--- config.mk ---
export PLATFORM = sky130hd
export DESIGN_NAME = pwrgood_seq
export DESIGN_NICKNAME = d
export VERILOG_FILES = /design/src/rtl/pwrseq_pkg.sv /design/src/rtl/pwr_req_debounce.sv /design/src/rtl/ac_hyst_qual.sv /design/src/rtl/blank_timer.sv /design/src/rtl/pwr_seq_fsm.sv /design/src/rtl/pwrgood_seq.sv
export SDC_FILE = /design/constraint.sdc
export NUM_CORES = 1
export LEC_CHECK = 0
export ABC_AREA = 0
export BUFFER_PORTS_ARGS = -buffer_cell sky130_fd_sc_hd__clkbuf_2
export CORE_MARGIN = 2
export CORE_UTILIZATION = 35
export CTS_BUF_LIST = sky130_fd_sc_hd__clkbuf_16
export DETAILED_ROUTE_END_ITERATION = 12
export SETUP_SLACK_MARGIN = 0.4
export SLEW_MARGIN = 20
export SYNTH_ARGS = -nofsm -noshare
export SYNTH_HDL_FRONTEND = slang
export SYNTH_SLANG_ARGS = --single-unit
export TNS_END_PERCENT = 30
--- constraint.sdc ---
create_clock -name clk -period 2.1 [get_ports clk]
set_input_delay 0.21 -clock clk [delete_from_list [all_inputs] [get_ports clk]]
set_output_delay 0.21 -clock clk [all_outputs]
set_load 0.05 [all_outputs]
--- src/rtl/pwrseq_pkg.sv ---
package pwrseq_pkg;

    typedef enum logic [1:0] {
        SEQ_IDLE = 2'd0,
        SEQ_QUAL = 2'd1,
        SEQ_GOOD = 2'd2,
        SEQ_STOP = 2'd3
    } seq_state_e;

    typedef enum logic [1:0] {
        HYS_UPPER    = 2'b00,
        HYS_HOLD     = 2'b01,
        HYS_LOWER    = 2'b10,
        HYS_HOLD_ALT = 2'b11
    } hyst_mode_e;

    typedef struct packed {
        logic main_en;
        logic pgood;
    } seq_out_t;

    localparam int NUM_BLANK = 2;
    localparam int BLK_AUX   = 0;
    localparam int BLK_MAIN  = 1;

    function automatic logic hyst_next(hyst_mode_e mode, logic cur,
                                       logic up, logic lo);
        logic nxt;
        case (mode)
            HYS_UPPER: nxt = up;
            HYS_LOWER: nxt = lo;
            default: begin
                if (up)       nxt = 1'b1;
                else if (!lo) nxt = 1'b0;
                else          nxt = cur;
            end
        endcase
        return nxt;
    endfunction

endpackage

--- src/rtl/pwr_req_debounce.sv ---
module pwr_req_debounce #(
    parameter int DEB_TICKS = 20
) (
    input  logic clk,
    input  logic rst,
    input  logic tick,
    input  logic raw_n,
    output logic filt_n
);
    localparam int CW = $clog2(DEB_TICKS + 1);
    localparam logic [CW-1:0] LAST = CW'(DEB_TICKS - 1);

    logic [CW-1:0] cnt_q;
    logic          filt_q;

    always_ff @(posedge clk) begin
        if (rst) begin
            cnt_q  <= '0;
            filt_q <= 1'b1;
        end else if (raw_n == filt_q) begin
            cnt_q <= '0;
        end else if (tick) begin
            if (cnt_q == LAST) begin
                filt_q <= raw_n;
                cnt_q  <= '0;
            end else begin
                cnt_q <= cnt_q + 1'b1;
            end
        end
    end

    assign filt_n = filt_q;

    AST_DEB_FOLLOWS_RAW: assert property (@(posedge clk) disable iff (rst)
        !$stable(filt_q) |-> (filt_q == $past(raw_n)));

endmodule

--- src/rtl/ac_hyst_qual.sv ---
module ac_hyst_qual
    import pwrseq_pkg::*;
(
    input  logic       clk,
    input  logic       rst,
    input  logic       ac_hi,
    input  logic       ac_lo,
    input  logic [1:0] hyst_sel,
    output logic       ac_valid
);
    hyst_mode_e mode;
    logic       valid_q;

    assign mode = hyst_mode_e'(hyst_sel);

    always_ff @(posedge clk) begin
        if (rst) valid_q <= 1'b0;
        else     valid_q <= hyst_next(mode, valid_q, ac_hi, ac_lo);
    end

    assign ac_valid = valid_q;

    AST_HYST_HOLD: assert property (@(posedge clk) disable iff (rst)
        ($past(hyst_sel[0]) && !$past(ac_hi) && $past(ac_lo))
        |-> (valid_q == $past(valid_q)));

endmodule

--- src/rtl/blank_timer.sv ---
module blank_timer #(
    parameter int BLANK_TICKS = 640
) (
    input  logic clk,
    input  logic rst,
    input  logic tick,
    input  logic arm,
    output logic blank
);
    localparam int CW = $clog2(BLANK_TICKS + 1);
    localparam logic [CW-1:0] FULL = CW'(BLANK_TICKS);

    logic [CW-1:0] cnt_q;
    logic          arm_q;

    always_ff @(posedge clk) begin
        if (rst) begin
            cnt_q <= '0;
            arm_q <= 1'b0;
        end else begin
            arm_q <= arm;
            if (!arm)                       cnt_q <= '0;
            else if (!arm_q)                cnt_q <= FULL;
            else if (tick && cnt_q != '0)   cnt_q <= cnt_q - 1'b1;
        end
    end

    assign blank = (cnt_q != '0);

    AST_BLANK_ARMED: assert property (@(posedge clk) disable iff (rst)
        blank |-> $past(arm));

endmodule

--- src/rtl/pwr_seq_fsm.sv ---
module pwr_seq_fsm
    import pwrseq_pkg::*;
#(
    parameter int PG_TICKS  = 2500,
    parameter int OFF_TICKS = 25
) (
    input  logic     clk,
    input  logic     rst,
    input  logic     tick,
    input  logic     req_on,
    input  logic     vdd_ok,
    input  logic     ac_valid,
    input  logic     rails_ok,
    input  logic     fault,
    output seq_out_t outs
);
    localparam int CNT_MAX = (PG_TICKS > OFF_TICKS) ? PG_TICKS : OFF_TICKS;
    localparam int CW = $clog2(CNT_MAX + 1);
    localparam logic [CW-1:0] PG_LAST  = CW'(PG_TICKS - 1);
    localparam logic [CW-1:0] OFF_LAST = CW'(OFF_TICKS - 1);

    seq_state_e    state_q, state_d;
    logic [CW-1:0] cnt_q, cnt_d;

    always_comb begin
        state_d = state_q;
        cnt_d   = cnt_q;
        if (fault || !vdd_ok) begin
            state_d = SEQ_IDLE;
            cnt_d   = '0;
        end else begin
            case (state_q)
                SEQ_IDLE: begin
                    cnt_d = '0;
                    if (req_on && ac_valid) state_d = SEQ_QUAL;
                end
                SEQ_QUAL: begin
                    if (!req_on) begin
                        state_d = SEQ_STOP;
                        cnt_d   = '0;
                    end else if (!rails_ok) begin
                        cnt_d = '0;
                    end else if (tick) begin
                        if (cnt_q == PG_LAST) begin
                            state_d = SEQ_GOOD;
                            cnt_d   = '0;
                        end else begin
                            cnt_d = cnt_q + 1'b1;
                        end
                    end
                end
                SEQ_GOOD: begin
                    cnt_d = '0;
                    if (!req_on) state_d = SEQ_STOP;
                end
                SEQ_STOP: begin
                    if (req_on) begin
                        state_d = SEQ_QUAL;
                        cnt_d   = '0;
                    end else if (tick) begin
                        if (cnt_q == OFF_LAST) begin
                            state_d = SEQ_IDLE;
                            cnt_d   = '0;
                        end else begin
                            cnt_d = cnt_q + 1'b1;
                        end
                    end
                end
                default: begin
                    state_d = SEQ_IDLE;
                    cnt_d   = '0;
                end
            endcase
        end
    end

    always_ff @(posedge clk) begin
        if (rst) begin
            state_q <= SEQ_IDLE;
            cnt_q   <= '0;
        end else begin
            state_q <= state_d;
            cnt_q   <= cnt_d;
        end
    end

    assign outs.main_en = (state_q != SEQ_IDLE) && !fault;
    assign outs.pgood   = (state_q == SEQ_GOOD) && req_on && !fault;

    AST_PG_AFTER_RAILS: assert property (@(posedge clk) disable iff (rst)
        $rose(outs.pgood) |-> $past(rails_ok));

    AST_FAULT_SHUTS: assert property (@(posedge clk) disable iff (rst)
        fault |=> !outs.main_en);

    AST_OFF_KEEPS_EN: assert property (@(posedge clk) disable iff (rst)
        ($fell(outs.pgood) && !fault && !$past(fault) && $past(vdd_ok))
        |-> outs.main_en);

endmodule

--- src/rtl/pwrgood_seq.sv ---
module pwrgood_seq
    import pwrseq_pkg::*;
#(
    parameter int DEB_TICKS   = 20,
    parameter int PG_TICKS    = 2500,
    parameter int OFF_TICKS   = 25,
    parameter int BLANK_TICKS = 640
) (
    input  logic       clk,
    input  logic       rst,
    input  logic       tick,
    input  logic       pwr_req_n,
    input  logic       vdd_ok,
    input  logic       ac_hi,
    input  logic       ac_lo,
    input  logic [1:0] hyst_sel,
    input  logic       rails_ok,
    input  logic       fault,
    output logic       main_en,
    output logic       pgood,
    output logic       aux_blank,
    output logic       main_blank,
    output logic       ac_valid
);
    logic                 req_filt_n;
    logic                 ac_ok;
    logic [NUM_BLANK-1:0] blank_arm;
    logic [NUM_BLANK-1:0] blank_out;
    seq_out_t             seq;

    pwr_req_debounce #(.DEB_TICKS(DEB_TICKS)) u_deb (
        .clk    (clk),
        .rst    (rst),
        .tick   (tick),
        .raw_n  (pwr_req_n),
        .filt_n (req_filt_n)
    );

    ac_hyst_qual u_hyst (
        .clk      (clk),
        .rst      (rst),
        .ac_hi    (ac_hi),
        .ac_lo    (ac_lo),
        .hyst_sel (hyst_sel),
        .ac_valid (ac_ok)
    );

    assign blank_arm[BLK_AUX]  = vdd_ok;
    assign blank_arm[BLK_MAIN] = ac_ok;

    for (genvar g = 0; g < NUM_BLANK; g++) begin : g_blank
        blank_timer #(.BLANK_TICKS(BLANK_TICKS)) u_blank (
            .clk   (clk),
            .rst   (rst),
            .tick  (tick),
            .arm   (blank_arm[g]),
            .blank (blank_out[g])
        );
    end

    pwr_seq_fsm #(.PG_TICKS(PG_TICKS), .OFF_TICKS(OFF_TICKS)) u_fsm (
        .clk      (clk),
        .rst      (rst),
        .tick     (tick),
        .req_on   (!req_filt_n),
        .vdd_ok   (vdd_ok),
        .ac_valid (ac_ok),
        .rails_ok (rails_ok),
        .fault    (fault),
        .outs     (seq)
    );

    assign main_en    = seq.main_en;
    assign pgood      = seq.pgood;
    assign aux_blank  = blank_out[BLK_AUX];
    assign main_blank = blank_out[BLK_MAIN];
    assign ac_valid   = ac_ok;

    AST_UVLO_IDLE: assert property (@(posedge clk) disable iff (rst)
        !vdd_ok |=> !main_en);

endmodule

==> flow_summary.yaml <==
status:
  outcome: "completed"
power:
  swShare_pct: 22.2
  clkPwrFrac_pct: 45.1
  p_sw_uw: 420
  powerDensity_nw_per_um2: 592
  pwr-share-comb_pct: 10.8
  ir_drop_mv: 0.339
  p_seq_share_pct: 44.1
  internal_power_mw: 1.47
  p_leak_nw: 1.16
floorplanning:
  start_util_pct: 36.5
  die_h_um: 85.9
  core_area_um2: 6420
  io-pin-count: 16
  rows: 29
  dieArea_um2: 7380
  die_w_um: 85.9
finish:
  drive_gt1_share_pct: 36.9
  antennaDiodeCount: 0
  final_nets: 325
  syn_to_final_growth_pct: 35.9
  nFillCells: 596
  final_util_pct: 49.7
place:
  io_buffer_count: 15
  place_ws_ns: 0.0878
  place_hpwl_mm: 3.50
  place_congestion: 0.793
synthesis:
  synth-edff-count: 0
  ys_warn_count: 0
  synth_flop_cell: "dfxtp_1"
  synth_area_um2: 2350
  yosysSeqAreaShare_pct: 36.7
  ys_ff_latch: 43
  synth_cell_types: 52
  syn_nets: 290
  avgSynthCellArea_um2: 8.82
  syn_inst: 266
  async_flop_share_pct: 0
worst_setup_path:
  path_cells: "inv_2 > ha_4 > or4b_4 > or4_4 > clkbuf_16"
  cp_slowest_cell: "or4b_4"
  cpPeakStageDelay_ns: 0.45
  cp-end-kind: "primary output"
  arrival_ns: 1.85
  path_max_fanout: 2
  required_ns: 1.89
  path_class: "flip-flop to primary output"
  crit_path_start_kind: "flip-flop"
timing:
  setup_viol: 0
  worstMarginPinSlew_ns: 0.473
  holdWs_ns: 0.199
  tns_ns: 0
  slew_viol_final: 0
  hold_viol: 0
  setup_ws_ns: 0.0399
  relSlewSlack_pct: 68.4
  fin_crit_sh_pct: 98.1
  fin_skew_ns: 0.00479
  rsz0062_at_grt: "yes"
  max_freq_mhz: 485
  period_needed_ns: 2.06
drt:
  drtIter0Drc: 67
  firstDrtPassIters: 6
  drt_wl_total_mm: 5.53
  post_drt_wl_per_cell_um: 14.6
  via_per_inst: 5.52
  drc: 0
  ant_nets: 0
  vias: 2088
worst_hold_path:
  hp-class: "input pin to flip-flop"
clocking:
  hold_buffers: 0
  cts_root_buf: "clkbuf_16"
  clock-sinks: 43
  clk_latency_ns: 0.28
  cts_buffers: 5
  path_clk_slew_ns: 0.06
  cts_buffer_depth: 2
  cts_tree: "yes"
  cts_max_level: 2
run:
  drv_cap: 0
global_routing:
  grt_pass1_vias: 1983
  antenna_found_initial: 0
  grt_first_pass_wirelength_mm: 8.75
  grt_max_degree: 13
  grt.overflow.total: 0
  grtUsageTotal_pct: 14.4
==> cells in the final DEF (no fill, tap or decap), drive strengths merged, types with 2 or more instances in the layout <==
cell type  count
a21oi         13
nand2b         6
o21ai         13
nand2         16
xor2          11
nand3         10
a21o           3
and3           8
o31ai          3
o2bb2ai        2
inv           14
a32oi          3
nor3           7
and2           2
clkbuf        19
buf           18
dfxtp         43
nor2b          6
nand4          6
a22o           5
nor2          30
or3            5
or2b           2
nor4bb         2
a211oi         5
xnor2          7
mux2i          2
ha            13
nor4           5
nor3b          3
or4            4
==> worst paths after layout <==
kind                                                   from                     endpoint  slack (ns)  cells after the start
worst min-delay path                                  ac_lo              u_hyst.ac_valid        0.20                      3
worst min register to register     g_blank[0].u_blank.arm_q  g_blank[0].u_blank.cnt_q[9]        0.47                      1
worst max register to register  g_blank[1].u_blank.cnt_q[0]  g_blank[1].u_blank.cnt_q[0]        0.15                      7
worst max-delay path            g_blank[1].u_blank.cnt_q[0]                   main_blank        0.04                      5
==> cells by family (layout without fill, tap and decap cells) <==
family | after synthesis | count (layout) | synth area share [%]
compound gates | 56 | 57 | 17.5
xor+xnor | 18 | 18 | 6.72
fa+ha+maj | 13 | 13 | 6.93
buf+inv | 18 | 52 | 3.94
flops | 43 | 43 | 36.7
mux | 2 | 2 | 0.853
simple gates | 116 | 116 | 27.4
==> registers in the layout, indices dropped and copies added, names as in the netlist <==
name	cells
u_hyst.ac_valid	1
u_fsm.cnt_q	12
u_deb.filt_n	1
g_blank.u_blank.arm_q	2
u_deb.cnt_q	5
u_fsm.state_q	2
g_blank.u_blank.cnt_q	20
==> metrics by stage <==
step                area [um^2]  cells  power [mW]
finish                     3190    378        1.89
global route               3190    378        1.97
CTS                        2850    370        1.87
detailed placement         2520    358        1.01
global placement           2520    358        1.01
floorplan                  2360    266       0.974
==> synthesized netlist by cell type, types with 2 or more instances <==
cell / n / area (um^2)
xnor2_1: 7 / 61.3
nand3_1: 9 / 45.0
nor4bb_1: 2 / 20.0
nand2b_1: 6 / 37.5
xor2_1: 11 / 96.3
nand2_1: 16 / 60.1
nor3_1: 7 / 35.0
a211oi_1: 5 / 37.5
nor3b_1: 3 / 22.5
a21oi_1: 13 / 65.1
and3_1: 8 / 50.1
or4_1: 4 / 30.0
dfxtp_1: 43 / 861
nand4_1: 6 / 37.5
o31ai_1: 3 / 22.5
or3_2: 3 / 22.5
nor2b_1: 6 / 37.5
a22o_1: 5 / 43.8
and2_1: 2 / 12.5
buf_2: 2 / 10.0
mux2i_1: 2 / 20.0
buf_6: 3 / 33.8
ha_1: 13 / 163
inv_1: 13 / 48.8
nor4_1: 4 / 25.0
nor2_1: 29 / 109
or3_1: 2 / 12.5
a21o_1: 3 / 22.5
o21ai_0: 12 / 60.1
o2bb2ai_1: 2 / 17.5
==> worst max-delay path, delay by kind of cell (launching register included) <==
kind | cells | cell delay [ns]
buf+inv | 2 | 0.26
simple gates | 2 | 0.88
fa+ha+maj | 1 | 0.12
flops | 1 | 0.32
==> per-layer routing <==
| metal | track usage (%) | share of wire (%) | vias up |
|---|---|---|---|
| met3 | 3.66 | 2.9 | 14 |
| met4 | 5.63 | 2.4 | 0 |
| li1 | - | - | 1038 |
| met2 | 23.5 | 51 | 44 |
| met5 | 0 | 0 | - |
| met1 | 18.3 | 44 | 992 |
==> power by group through the flow <==
stage	logic (mW)	clock network, mW	registers (mW)
after detailed placement	0.151	0	0.856
after global placement	0.150	0	0.855
final	0.205	0.851	0.831
after global routing	0.221	0.913	0.833
after floorplan	0.116	0	0.858
after CTS	0.168	0.864	0.838
==> layout make-up <==
type                            count  area [um^2]  share of cell area [%]
Multi-Input combinational cell    206         1740                    54.6
Clock buffer                        5          125                    3.92
Sequential cell                    43          891                    27.9
Clock inverter                      2         33.8                    1.06
Tap cell                           77         96.3                    3.02
Inverter                           13         53.8                    1.69
Timing Repair Buffer               32          246                    7.73
==> repair_timing <==
action / 4_1_cts / 5_1_grt
setup endpoints to repair: 33 / 37
buffers inserted: 4 / 8
pin swaps: 10 / 64
cloned: 1 / 0
resized for setup: 31 / 71
(Power assumes the default switching activity.)
